$ cat src/rtl/fetch_seq_pkg.sv
package fetch_seq_pkg;

   typedef enum logic {
      POL_SQUASH = 1'b0,
      POL_DELAY  = 1'b1
   } policy_e;

   localparam int DEF_AW        = 16;
   localparam int DEF_STEP      = 4;

endpackage

$ cat src/rtl/fetch_seq_resolve.sv
module fetch_seq_resolve
   import fetch_seq_pkg::*;
#(
   parameter bit HAS_SLOT = 1'b1
) (
   input  policy_e policy,
   input  logic    stall,
   input  logic    dec_live,
   input  logic    in_slot,
   input  logic    br_valid,
   input  logic    br_taken,
   output logic    accept,
   output logic    redirect,
   output logic    squash_d,
   output logic    slot_d
);

   // a resolution only counts for a live, non-slot decode that is moving on
   assign accept   = br_valid && dec_live && !in_slot && !stall;
   assign redirect = accept && br_taken;

   generate
      if (HAS_SLOT) begin : g_slot
         assign squash_d = redirect && (policy == POL_SQUASH);
         assign slot_d   = accept && (policy == POL_DELAY);
      end else begin : g_noslot
         logic unused_policy;
         assign unused_policy = policy;
         assign squash_d = redirect;
         assign slot_d   = 1'b0;
      end
   endgenerate

endmodule

$ cat src/rtl/fetch_seq_next.sv
module fetch_seq_next #(
   parameter int AW   = 16,
   parameter int STEP = 4
) (
   input  logic [AW-1:0] pc_q,
   input  logic          fv_q,
   input  logic          redirect,
   input  logic [AW-1:0] target,
   output logic [AW-1:0] pc_d
);

   localparam logic [AW-1:0] STEP_W = AW'(STEP);

   always_comb begin
      if (!fv_q) begin
         pc_d = pc_q;
      end else if (redirect) begin
         pc_d = target;
      end else begin
         pc_d = pc_q + STEP_W;
      end
   end

endmodule

$ cat src/rtl/fetch_seq.sv
module fetch_seq
   import fetch_seq_pkg::*;
#(
   parameter int          AW        = DEF_AW,
   parameter int          STEP      = DEF_STEP,
   parameter logic [AW-1:0] RESET_VEC = AW'(64),
   parameter bit          HAS_SLOT  = 1'b1
) (
   input  logic          clk,
   input  logic          rst,
   input  logic          mode_delayed,
   input  logic          stall,
   input  logic          br_valid,
   input  logic          br_taken,
   input  logic [AW-1:0] br_target,
   output logic [AW-1:0] fetch_pc,
   output logic          fetch_valid,
   output logic          squash
);

   localparam logic [AW-1:0] STEP_W = AW'(STEP);

   initial begin
      assert (AW >= 4) else $error("fetch_seq: AW too small");
      assert (STEP >= 1) else $error("fetch_seq: STEP must be positive");
      assert ((int'(RESET_VEC) % STEP) == 0) else $error("fetch_seq: RESET_VEC misaligned");
   end

   policy_e       pol;
   logic [AW-1:0] pc_q, pc_d;
   logic          fv_q, dv_q, sq_q, slot_q;
   logic          accept, redirect, squash_d, slot_d;

   assign pol = policy_e'(mode_delayed);

   fetch_seq_resolve #(.HAS_SLOT(HAS_SLOT)) u_resolve (
      .policy   (pol),
      .stall    (stall),
      .dec_live (dv_q && !sq_q),
      .in_slot  (slot_q),
      .br_valid (br_valid),
      .br_taken (br_taken),
      .accept   (accept),
      .redirect (redirect),
      .squash_d (squash_d),
      .slot_d   (slot_d)
   );

   fetch_seq_next #(.AW(AW), .STEP(STEP)) u_next (
      .pc_q     (pc_q),
      .fv_q     (fv_q),
      .redirect (redirect),
      .target   (br_target),
      .pc_d     (pc_d)
   );

   always_ff @(posedge clk) begin
      if (rst) begin
         pc_q   <= RESET_VEC;
         fv_q   <= 1'b0;
         dv_q   <= 1'b0;
         sq_q   <= 1'b0;
         slot_q <= 1'b0;
      end else if (!stall) begin
         pc_q   <= pc_d;
         fv_q   <= 1'b1;
         dv_q   <= fv_q;
         sq_q   <= squash_d;
         slot_q <= slot_d;
      end
   end

   assign fetch_pc    = pc_q;
   assign fetch_valid = fv_q;
   assign squash      = sq_q;

   // cycle after a reset edge shows the reset vector, nothing valid
   p_reset_state_r1: assert property (@(posedge clk) disable iff (rst)
      $past(rst) |-> (fetch_pc == RESET_VEC && !fetch_valid && !squash));

   // sequential stepping without redirect
   p_seq_step_r2: assert property (@(posedge clk) disable iff (rst)
      (fetch_valid && !stall && !redirect) |=> fetch_pc == $past(fetch_pc) + STEP_W);

   // stall freezes the visible state
   p_stall_hold_r3: assert property (@(posedge clk) disable iff (rst)
      stall |=> ($stable(fetch_pc) && $stable(fetch_valid) && $stable(squash)));

   // taken resolution lands on the target, and kills in squash policy
   p_target_load_r4: assert property (@(posedge clk) disable iff (rst)
      redirect |=> fetch_pc == $past(br_target));
   p_kill_pnt_r4: assert property (@(posedge clk) disable iff (rst)
      (redirect && !mode_delayed) |=> squash);

   // no taken resolution, no bubble
   p_no_bubble_r5: assert property (@(posedge clk) disable iff (rst)
      (!stall && !redirect) |=> !squash);

   // delay policy never kills
   p_no_kill_delay_r6: assert property (@(posedge clk) disable iff (rst)
      mode_delayed |-> !squash);

   // slot instruction in decode cannot redirect
   p_slot_ignored_r8: assert property (@(posedge clk) disable iff (rst)
      (slot_q && !stall) |=> fetch_pc == $past(fetch_pc) + STEP_W);

   // bubble in decode cannot redirect and clears
   p_bubble_ignored_r9: assert property (@(posedge clk) disable iff (rst)
      (sq_q && !stall) |=> (!squash && fetch_pc == $past(fetch_pc) + STEP_W));

endmodule

$ cat config.mk
export PLATFORM = sky130hd
export DESIGN_NAME = fetch_seq
export DESIGN_NICKNAME = d
export VERILOG_FILES = /design/src/rtl/fetch_seq_pkg.sv /design/src/rtl/fetch_seq_resolve.sv /design/src/rtl/fetch_seq_next.sv /design/src/rtl/fetch_seq.sv
export SDC_FILE = /design/constraint.sdc
export NUM_CORES = 1
export LEC_CHECK = 0
export BUFFER_PORTS_ARGS = -buffer_cell sky130_fd_sc_hd__buf_2
export CORE_ASPECT_RATIO = 0.75
export CORE_MARGIN = 1
export CORE_UTILIZATION = 50
export CTS_CLUSTER_DIAMETER = 60
export CTS_CLUSTER_SIZE = 24
export DETAILED_ROUTE_END_ITERATION = 16
export PLACE_DENSITY = 0.78
export SYNTH_ARGS = -nofsm -noshare
export SYNTH_HDL_FRONTEND = slang
export SYNTH_HIERARCHICAL = 1
export SYNTH_SLANG_ARGS = --single-unit
$ cat constraint.sdc
create_clock -name clk -period 2 [get_ports clk]
set_input_delay 0.2 -clock clk [delete_from_list [all_inputs] [get_ports clk]]
set_output_delay 0.2 -clock clk [all_outputs]
set_load 0.05 [all_outputs]
==> flow_summary.ini <==
[outcome]
outcome = complete, no violations

[cts]
clock_tree.buffer_depth = 2
clock_latency_ns = 0.31
hold_buffers = 0
numCtsBuffers = 3
clock_sink_count = 20
cts_root_buf = clkbuf_4
path_clk_slew_ns = 0.12
htree_levels = 1
tritoncts = yes

[sta]
min_period_ns = 1.89
worstMarginPinSlew_ns = 0.370
timing.clock.skew_ns = 0.00611
totalNegativeSetupSlack_ns = 0
drv_slew = 0
final_min_period_over_clock_period = 0.946
number_of_endpoints_failing_setup_at_the_final_stage = 0
rsz0062_at_grt = false
slew_headroom = 0.753
fmaxAchievable_mhz = 528
finalHoldViolations = 0
fin_worst_hold_slack_ns = 0.219

[cells_and_area]
multi_input_area_sq_um = 850
final_cell_mix = 39 x buf_2, 23 x nor2_1, 20 x mux2i_1
layout-drive-gt1-share = 0.348
antenna_cells = 0
final_design_area_no_fill_sq_um = 1600
syn_to_final_growth_pct = 21.1
final_util = 0.666
final.fill_count = 224
area_used_by_sequential_logic_in_the_layout_sq_um = 402
fin_cells = 232
final_net_count = 222
layout_commonest_cell = buf_2

[power_and_ir_drop]
irDropWorstVdd_uv = 350
p_comb_frac = 0.170
power.share.switching = 0.282
power-per-cell-area_nw_per_um2 = 499
power.static_leakage_nw = 0.777
switching_power_mw = 0.225
clock_power_share = 0.308
cell_internal_pwr_mw = 0.574
power.share.sequential = 0.522

[floorplan]
die_x_um = 61.4
initial_core_util = 0.550
core_region_area_sq_um = 2400
design.die.area_sq_um = 2850
floorplan.rows = 15
floorplan.io_pins = 40
dieHeight_um = 46.5

[setup_path]
max_stage_delay_ns = 0.35
start_kind = register
worstPathArrival_ns = 2.15
criticalPathCategory = register to register
path_max_fanout = 5
timing.critical_path.slowest_stage_cell = dfxtp_1
crit_path_end_kind = register
crit_required_ns = 2.26
critical_path.cell_chain = nor2b_2 -> nand3b_4 -> nor3b_2 -> buf_4 -> and2b_2 -> a31o_2 -> a21oi_1 -> mux2i_1 -> nor2_1

[global_routing]
grt_overflow_total = 0
antenna_found_initial = 0
track_usage = 0.246
number_of_global_route_vias_before_repair = 1174
grt_first_pass_wirelength_um = 5110
grt_start_max_net_pins = 24

[placed_design]
placement.io_buffers = 39
final_wtd_congestion = 0.903
placedCellCount = 226
place_area_sq_um = 1540
hpwl_um = 2400

[routing]
routed-via-count = 1372
total_length_of_routed_wires_um = 3390
detail_route.drc_violations = 0
route.antenna.remaining_nets = 0
drt-pass1-iter-count = 5
first_iter_violations = 69
post_drt_via_cell_ratio = 5.91
wire_per_inst_um = 14.6

[job]
max_cap_violations = 0

[yosys]
synth_warnings = 6
syn_avg_cell_area_sq_um = 8.42
synthesis.area_sq_um = 1320
synth_cells = 157
mappedNetlistNets = 180

[min_path]
worst_hold_path_type = input port to register
[through the flow]
stage / setup slack [ns] / power [mW]
6_report: 0.107 / 0.799
4_1_cts: 0.0394 / 0.803
5_1_grt: 0.0100 / 0.834
2_1_floorplan: 0.0338 / 0.516
3_3_place_gp: 0.115 / 0.556
3_5_place_dp: -0.0273 / 0.559
[repair_timing]
action                                  CTS  global route
buffers inserted                          2             0
endpoints found under the setup margin    4             5
gates resized for setup                   1             1
[routing by layer]
metal / vias to the layer above / GRT usage / routed length [um]
met5: - / 0 / 0
met4: 0 / 0.0756 / 69
met3: 10 / 0.0646 / 308
met2: 84 / 0.409 / 1520
met1: 615 / 0.312 / 1490
li1: 663 / - / -
[flip-flops by register name, summed over array words and instances, names as in the netlist]
name and cells:
slot_q 1, fetch_valid 1, dv_q 1, fetch_pc 16, squash 1
[critical path: cells and delay by family, from the launching register on]
kind / cells / cell delay (ns)
mux: 1 / 0.11
flops: 1 / 0.35
buf+inv: 1 / 0.17
simple gates: 5 / 0.83
compound gates: 2 / 0.37
[final timing paths]
path / start / endpoint / slack (ns) / cells past startpoint
worst max-delay path: dv_q / fetch_pc[13] / 0.11 / 9
worst min register to register: dv_q / dv_q / 0.53 / 2
worst min-delay path: mode_delayed / squash / 0.22 / 4
worst max register to register: dv_q / fetch_pc[13] / 0.11 / 9
[power by group through the flow]
| stage | Sequential, mW | Clock [mW] | Combinational [mW] |
|---|---|---|---|
| after detailed placement | 0.426 | 0 | 0.133 |
| after global routing | 0.419 | 0.268 | 0.147 |
| final | 0.417 | 0.246 | 0.135 |
| after global placement | 0.425 | 0 | 0.131 |
| after floorplan | 0.445 | 0 | 0.0704 |
| after CTS | 0.417 | 0.251 | 0.135 |
[layout make-up]
type / instances / share of cell area
multi-input cells: 123 / 0.531
flip-flops and latches: 20 / 0.251
repair buffers: 47 / 0.160
well taps: 34 / 0.0266
clock buffers: 4 / 0.0227
inverters: 4 / 0.00938
Note: power is estimated with default switching activity, not from simulation.
